===== config.mk =====
export PLATFORM = sky130hd
export DESIGN_NAME = e1_tx_chan_insert
export DESIGN_NICKNAME = d
export VERILOG_FILES = /design/src/rtl/e1_tx_pkg.sv /design/src/rtl/e1_slot_timer.sv /design/src/rtl/e1_chan_regs.sv /design/src/rtl/e1_chan_mux.sv /design/src/rtl/e1_tx_chan_insert.sv
export SDC_FILE = /design/constraint.sdc
export NUM_CORES = 1
export LEC_CHECK = 0
export BUFFER_PORTS_ARGS = -buffer_cell sky130_fd_sc_hd__buf_2
export CORE_UTILIZATION = 40
export CTS_CLUSTER_DIAMETER = 200
export DETAILED_ROUTE_END_ITERATION = 6
export GPL_ROUTABILITY_DRIVEN = 0
export SLEW_MARGIN = 5
export SYNTH_ARGS = -nofsm -noshare
export SYNTH_HDL_FRONTEND = slang
export SYNTH_SLANG_ARGS = --single-unit

===== constraint.sdc =====
create_clock -name clk -period 2.8 [get_ports clk]
set_clock_uncertainty 0.2 [all_clocks]
set_input_delay 0.56 -clock clk [delete_from_list [all_inputs] [get_ports clk]]
set_output_delay 0.56 -clock clk [all_outputs]
set_load 0.02 [all_outputs]

===== src/rtl/e1_tx_pkg.sv =====
package e1_tx_pkg;
  localparam int SLOTS_DEF     = 32;
  localparam int SLOT_BITS_DEF = 8;
  localparam int ADDR_W_DEF    = 8;
  localparam int MASK_BASE_DEF = 'h26;
  localparam int CODE_ADDR_DEF = 'h2A;
  localparam int MODE_ADDR_DEF = 'h2B;
endpackage


===== src/rtl/e1_slot_timer.sv =====
// Frame position tracker; SLOTS and SLOT_BITS must be powers of two.
module e1_slot_timer #(
  parameter int SLOTS     = 32,
  parameter int SLOT_BITS = 8,
  localparam int FRAME_BITS = SLOTS * SLOT_BITS,
  localparam int POS_W      = $clog2(FRAME_BITS),
  localparam int SLOT_W     = $clog2(SLOTS),
  localparam int BIT_W      = $clog2(SLOT_BITS)
) (
  input  logic              clk,
  input  logic              rst_n,
  input  logic              bit_stb,
  input  logic              fsync,
  output logic [SLOT_W-1:0] slot_now,
  output logic [BIT_W-1:0]  bitn_now,
  output logic              boundary
);
  logic [POS_W-1:0] cnt_q;
  logic [POS_W-1:0] pos_now;

  // Position of the bit on the current strobe
  always_comb begin
    if (fsync)                                pos_now = '0;
    else if (cnt_q == POS_W'(FRAME_BITS - 1)) pos_now = '0;
    else                                      pos_now = cnt_q + 1'b1;
  end

  assign slot_now = pos_now[POS_W-1:BIT_W];
  assign bitn_now = pos_now[BIT_W-1:0];
  assign boundary = (bitn_now == '0);

  always_ff @(posedge clk) begin
    if (!rst_n)       cnt_q <= POS_W'(FRAME_BITS - 1);
    else if (bit_stb) cnt_q <= pos_now;
  end
endmodule


===== src/rtl/e1_chan_regs.sv =====
module e1_chan_regs #(
  parameter int SLOTS     = 32,
  parameter int DATA_W    = 8,
  parameter int ADDR_W    = 8,
  parameter int MASK_BASE = 'h26,
  parameter int CODE_ADDR = 'h2A,
  parameter int MODE_ADDR = 'h2B,
  localparam int MASK_REGS = SLOTS / DATA_W
) (
  input  logic              clk,
  input  logic              rst_n,
  input  logic              reg_we,
  input  logic [ADDR_W-1:0] reg_addr,
  input  logic [DATA_W-1:0] reg_wdata,
  output logic [DATA_W-1:0] reg_rdata,
  output logic [SLOTS-1:0]  mask,
  output logic [DATA_W-1:0] code,
  output logic              mode
);
  logic [DATA_W-1:0] mask_r [MASK_REGS];
  logic [DATA_W-1:0] code_r;
  logic              mode_r;

  always_ff @(posedge clk) begin
    if (!rst_n) begin
      for (int i = 0; i < MASK_REGS; i++) mask_r[i] <= '0;
      code_r <= '0;
      mode_r <= 1'b0;
    end else if (reg_we) begin
      for (int i = 0; i < MASK_REGS; i++)
        if (reg_addr == ADDR_W'(MASK_BASE + i)) mask_r[i] <= reg_wdata;
      if (reg_addr == ADDR_W'(CODE_ADDR)) code_r <= reg_wdata;
      if (reg_addr == ADDR_W'(MODE_ADDR)) mode_r <= reg_wdata[0];
    end
  end

  // Channel n of group g sits at bit g*DATA_W + n of the flat mask
  for (genvar g = 0; g < MASK_REGS; g++) begin : g_flat
    assign mask[g*DATA_W +: DATA_W] = mask_r[g];
  end

  assign code = code_r;
  assign mode = mode_r;

  always_comb begin
    reg_rdata = '0;
    for (int i = 0; i < MASK_REGS; i++)
      if (reg_addr == ADDR_W'(MASK_BASE + i)) reg_rdata = mask_r[i];
    if (reg_addr == ADDR_W'(CODE_ADDR)) reg_rdata = code_r;
    if (reg_addr == ADDR_W'(MODE_ADDR)) reg_rdata = {{(DATA_W-1){1'b0}}, mode_r};
  end
endmodule


===== src/rtl/e1_chan_mux.sv =====
module e1_chan_mux #(
  parameter int SLOTS     = 32,
  parameter int SLOT_BITS = 8,
  localparam int SLOT_W   = $clog2(SLOTS),
  localparam int BIT_W    = $clog2(SLOT_BITS)
) (
  input  logic                 clk,
  input  logic                 rst_n,
  input  logic                 bit_stb,
  input  logic                 boundary,
  input  logic [SLOT_W-1:0]    slot_now,
  input  logic [BIT_W-1:0]     bitn_now,
  input  logic [SLOTS-1:0]     mask,
  input  logic [SLOT_BITS-1:0] code,
  input  logic                 mode,
  input  logic                 bp_data,
  input  logic                 rx_data,
  output logic                 sel_now,
  output logic                 loop_now,
  output logic                 tx_data,
  output logic                 tx_valid
);
  logic                 lat_sel, lat_mode;
  logic [SLOT_BITS-1:0] lat_code, code_now;
  logic                 idle_bit, nxt_bit;

  // At bit 0 the live settings apply, and later bits use the copy taken there
  assign sel_now  = boundary ? mask[slot_now] : lat_sel;
  assign loop_now = boundary ? mode : lat_mode;
  assign code_now = boundary ? code : lat_code;
  assign idle_bit = code_now[BIT_W'(SLOT_BITS - 1) - bitn_now];

  always_comb begin
    if (!sel_now)      nxt_bit = bp_data;
    else if (loop_now) nxt_bit = rx_data;
    else               nxt_bit = idle_bit;
  end

  always_ff @(posedge clk) begin
    if (!rst_n) begin
      tx_data  <= 1'b0;
      tx_valid <= 1'b0;
      lat_sel  <= 1'b0;
      lat_mode <= 1'b0;
      lat_code <= '0;
    end else begin
      tx_valid <= bit_stb;
      if (bit_stb) begin
        tx_data <= nxt_bit;
        if (boundary) begin
          lat_sel  <= sel_now;
          lat_mode <= loop_now;
          lat_code <= code_now;
        end
      end
    end
  end
endmodule


===== src/rtl/e1_tx_chan_insert.sv =====
module e1_tx_chan_insert
  import e1_tx_pkg::*;
#(
  parameter int SLOTS     = SLOTS_DEF,
  parameter int SLOT_BITS = SLOT_BITS_DEF,
  parameter int ADDR_W    = ADDR_W_DEF,
  parameter int MASK_BASE = MASK_BASE_DEF,
  parameter int CODE_ADDR = CODE_ADDR_DEF,
  parameter int MODE_ADDR = MODE_ADDR_DEF,
  localparam int SLOT_W   = $clog2(SLOTS),
  localparam int BIT_W    = $clog2(SLOT_BITS)
) (
  input  logic                 clk,
  input  logic                 rst_n,
  input  logic                 bit_stb,
  input  logic                 fsync,
  input  logic                 bp_data,
  input  logic                 rx_data,
  input  logic                 reg_we,
  input  logic [ADDR_W-1:0]    reg_addr,
  input  logic [SLOT_BITS-1:0] reg_wdata,
  output logic [SLOT_BITS-1:0] reg_rdata,
  output logic                 tx_data,
  output logic                 tx_valid
);
  logic [SLOT_W-1:0]    slot_now;
  logic [BIT_W-1:0]     bitn_now;
  logic                 boundary;
  logic [SLOTS-1:0]     mask;
  logic [SLOT_BITS-1:0] code;
  logic                 mode;
  logic                 sel_now, loop_now;

  e1_slot_timer #(.SLOTS(SLOTS), .SLOT_BITS(SLOT_BITS)) u_timer (
    .clk(clk), .rst_n(rst_n), .bit_stb(bit_stb), .fsync(fsync),
    .slot_now(slot_now), .bitn_now(bitn_now), .boundary(boundary)
  );

  e1_chan_regs #(
    .SLOTS(SLOTS), .DATA_W(SLOT_BITS), .ADDR_W(ADDR_W),
    .MASK_BASE(MASK_BASE), .CODE_ADDR(CODE_ADDR), .MODE_ADDR(MODE_ADDR)
  ) u_regs (
    .clk(clk), .rst_n(rst_n), .reg_we(reg_we), .reg_addr(reg_addr),
    .reg_wdata(reg_wdata), .reg_rdata(reg_rdata),
    .mask(mask), .code(code), .mode(mode)
  );

  e1_chan_mux #(.SLOTS(SLOTS), .SLOT_BITS(SLOT_BITS)) u_mux (
    .clk(clk), .rst_n(rst_n), .bit_stb(bit_stb), .boundary(boundary),
    .slot_now(slot_now), .bitn_now(bitn_now), .mask(mask), .code(code),
    .mode(mode), .bp_data(bp_data), .rx_data(rx_data),
    .sel_now(sel_now), .loop_now(loop_now),
    .tx_data(tx_data), .tx_valid(tx_valid)
  );
endmodule


## After elaboration in Yosys (flattened, before gate mapping)

Memory sizes are Yosys's and may differ from the RTL's.
Cells that the tools add are included.

| storage, ports and cells | value |
|---|---|
| register bits after elaboration | 29 |
| RAM bits | 32 |
| logic and storage cells | 66 |
| memories | 1 |

| cells by class | value |
|---|---|
| add/subtract/negate cells | 2 |
| magnitude comparators | 2 |
| equality and inequality tests | 7 |
| mux-type cells | 38 |
| bitwise logic cells | 4 |
| reduce and logical (&&, ||, !) cells | 4 |

Memory list:

| memory | words | width | rd ports | clocked after Yosys merged registers in | write ports | line | RTL |
|---|---|---|---|---|---|---|---|
| u_regs.mask_r | 4 | 8 | 4 | 0 | 4 | e1_chan_regs.sv:20 | `logic [DATA_W-1:0] mask_r [MASK_REGS];` |

Operators with widths:

| kind | number |
|---|---|
| two-way mux 8 bit | 13 |
| == test 8 x 6 -> 1 bit (second input constant) | 6 |
| two-way mux 1 bit | 23 |
| adder 8 x 1 -> 8 bit (second input constant) | 1 |
| == test 8 bit (second input constant) | 1 |
| < comparator 5 x 6 -> 1 bit (second input constant) | 1 |
| AND reduction 2 bit | 3 |
| binary-select mux 1 bit (select 5 bit) | 1 |
| < comparator 3 x 4 -> 1 bit (second input constant) | 1 |
| OR 1 bit | 4 |
| binary-select mux 1 bit (select 3 bit) | 1 |
| logical NOT 3 bit | 1 |
| subtractor 3 bit (first input constant) | 1 |

## Longest topological paths before layout

| depth | value |
|---|---|
| word-level depth | 9 |
| mapped depth | 10 |
| depth with buffers taken out | 9 |

## Hierarchy

A second synthesis with hierarchy kept.

| second synthesis, totals | value |
|---|---|
| cells, all modules | 326 |
| area, all modules | 3527.1 µm² |

Modules (own cells, without submodules):

| module | instances | cells an instance | area an instance (µm²) | sequential area each (µm²) |
|---|---|---|---|---|
| e1_chan_regs | 1 | 175 | 2097.0 | 1141.1 |
| e1_chan_mux | 1 | 87 | 915.9 | 240.2 |
| e1_slot_timer | 1 | 64 | 514.2 | 160.2 |

## Worst setup path before layout

No wires, ideal clock.

| timing path | value |
|---|---|
| path type | input-to-output |
| start point | input reg_addr[4] |
| end point | output reg_rdata[7] |
| data arrival time | 2.359 ns |
| required time | 2.040 ns |
| path slack | -0.319 ns |
| stages | 5 |
| path buffers | 1 |
| path through | or4b_1 nor3_1 clkbuf_1 a222oi_1 a21oi_1 |

| between the ends | value |
|---|---|
| word-level cells in the longest chain between the ends | 7 |
| elaborated cells between the ends (all ways) | 12 |
| those cells by class | eq/ne: 6; mux: 6 |

Ends and longest elaborated chain:

| what | line | RTL |
|---|---|---|
| from (decl) | e1_tx_chan_insert.sv:20 | `input logic [ADDR_W-1:0] reg_addr,` |
| == test 8 x 6 -> 1 bit | e1_chan_regs.sv:48 | `if (reg_addr == ADDR_W'(MASK_BASE + i)) reg_rdata = mask_r[i];` |
| two-way mux 8 bit (4 in a row) | e1_chan_regs.sv:48 |  |
| two-way mux 8 bit | e1_chan_regs.sv:49 | `if (reg_addr == ADDR_W'(CODE_ADDR)) reg_rdata = code_r;` |
| two-way mux 8 bit * | e1_chan_regs.sv:50 | `if (reg_addr == ADDR_W'(MODE_ADDR)) reg_rdata = {{(DATA_W-1){1'b0}}, mode_r};` |
| to (decl) | e1_tx_chan_insert.sv:22 | `output logic [SLOT_BITS-1:0] reg_rdata,` |

Every way passes the cells marked *; elsewhere a longest branch is shown, timed or not.

## Final worst setup path

| timing path | value |
|---|---|
| start point | input reg_addr[4] |
| end point | output reg_rdata[5] |

Same word-level chain as after synthesis.

==> metrics <==
status=complete, no violations; Hold Buf Count CTS=0; die width=91.8 um; io pins=33; dpl hpwl=5.99 mm; Tcrit/Tclk final=99.8%; WL final=8.14 mm; first-pass GRT wire length=13.1 mm; Port Buffer Count=32; placed instance area=3690 um^2; gr busiest metal=met2; routed vias=2,604; Yosys warnings=0; met1 usage=26.5%; root buf cell=clkbuf_8; Hold Path Class=reg2reg; number of max-cap violations=0; synth cell count leaders=nand2_1, and2_1, mux2i_1; Initial Util=41.5%; Syn Inst Count=312; Leak=0.00158 uW; syn nets=336; WS Path Type=in2out; largest net degree at the start of global routing=22; die height=91.8 um; Hold Crit Depth=2; FF-to-FF path depth=7; number of synthesized flops with an enable pin=32; CTS Buffer Depth=2; RSZ-0062 raised after global routing=yes; synth top area cells=edfxtp_1, dfxtp_1, mux2i_1; row cnt=32; top_reg_cell synth=edfxtp_1; diodes inserted=0; largest fanout on the critical path=16; synth-to-layout area growth=23.1%; GR Util met3=3.73%; core area=7770 um^2; post-layout minimum cycle time=2.80 ns; H-tree depth=3; Slew Limit Fails=0; final hold violation count=0; vias in the first global route=2,551; Cell Pwr Density=562 nW/um^2; Die ar.=8420 um^2; # DRC=0; Final ANT Viol Nets=0; Synth Area per Inst=10.3 um^2; crit path capture type=primary output; clk_lat worst skew=0.34 ns; fmax=358 MHz; layout cell share with drive strength beyond 1=27.6%; final setup vio count=0; Setup WS pre-CTS=-0.0727 ns; Initial DRT Pass Iterations=7; DR iter-0 viols=189; min setup slack post-route=0.00473 ns; WL/cell=17.3 um; CP startpoint kind=input pin; Relative slew margins=56.1%; CTS tree=yes; Post-synth ARST share=0%; Layout Nets=388; Tot GR Track Use=20.7%; fin area=3970 um^2; Mapped Area=3220 um^2; Slew @ Worst Pin=0.641 ns; Reg clk slew, reported paths=0.07 ns; Netlist cell types=52; Congestion Overflow GR=0; area leader, netlist=edfxtp_1; crit path DAT=2.04 ns; Synth Register Bits=60; Vias/cell=5.53; sequential share of the synthesized area=47.2%; Req. time, crit path=2.04 ns; initial antenna violation count=0; post-synth top area share=29.8%; worst vdd ir=0.247 mV; CTS sink count=60; most instantiated library cell after synthesis=nand2_1; CTS Buf Count=9; Setup Buffers After CTS=0; M2 GR Usage=34.3%
layout by cell type (no fill, tap or decap), drive strengths merged, types with 11 or more instances in the layout:
cell	count
buf	55
nand2	42
and2	35
mux2i	34
edfxtp	32
dfxtp	28
a21oi	23
nor2	18
o21ai	11
report_power, final:
part / leakage [uW] / internal, uW / switching (uW)
Sequential: 0.000532 / 967 / 30.6
Clock: 0.0000926 / 406 / 362
Combinational: 0.000956 / 211 / 255
Total: 0.00158 / 1580 / 647
what timing repair did:
item                       in CTS  in global routing
setup endpoints to repair       8                  9
resized for setup               7                 14
pin swaps                       1                  5
worst max-delay path: stages:
cell and delay (ns):
buf_6 0.09, or4b_4 0.55, nor3_4 0.21, buf_12 0.17, a222oi_1 0.13, a21oi_2 0.16
buf_4 0.15
registers in the layout, summed over array words and instances (netlist names):
signal          flops
u_mux.tx_data       1
u_timer.cnt_q       8
u_mux.lat_sel       1
u_regs.mode         1
u_mux.tx_valid      1
u_mux.lat_mode      1
u_regs.code         8
u_regs.mask_r      32
u_mux.lat_code      7
layout make-up:
cell class / instances / area, um^2
Inverter: 3 / 11.3
Timing Repair Buffer: 55 / 410
Fill cell: 718 / 3800
Multi-Input combinational cell: 235 / 1700
Tap cell: 102 / 128
Clock inverter: 7 / 67.6
Sequential cell: 60 / 1520
Clock buffer: 9 / 124
stage by stage:
step,hold WS [ns],std cells,util [%],TNS [ns],total power (uW)
detailed placement,0.247,455,47.5,-0.293,1450
global route,0.280,471,51.1,-0.244,2340
floorplan,0.233,312,-,0,1300
global placement,0.242,455,47.5,-0.254,1450
CTS,0.256,471,50.2,-0.139,2220
finish,0.253,471,51.1,0,2230
metal layers:
metal  share of wire, %  wire (um)  up-vias
met1                 46       3730     1250
met2                 48       3930       73
li1                   -          -     1268
met3                4.3        354       13
met4                1.6        133        0
met5                  0          0        -
cells by family (layout without fill, tap and decap cells):
group,after synthesis,count (layout),share of synthesized area [%]
mux,36,36,12.1
fa+ha+maj,1,1,0.388
flops,60,60,47.2
simple gates,125,125,20.1
buf+inv,17,74,2.83
xor+xnor,3,3,1.05
compound gates,70,70,16.3
worst paths after layout:
path / start / to / slack [ns]
worst max register to register: u_timer.cnt_q[4]$_SDFFE_PN1P_ / u_mux.tx_data$_SDFFE_PN0P_ / 0.17
worst min register to register: u_mux.lat_mode$_SDFFE_PN0P_ / u_mux.lat_mode$_SDFFE_PN0P_ / 0.25
worst max-delay path: reg_addr[4] / reg_rdata[5] / 0.005
worst min-delay path: u_mux.lat_mode$_SDFFE_PN0P_ / u_mux.lat_mode$_SDFFE_PN0P_ / 0.25
(Power assumes the default switching activity.)
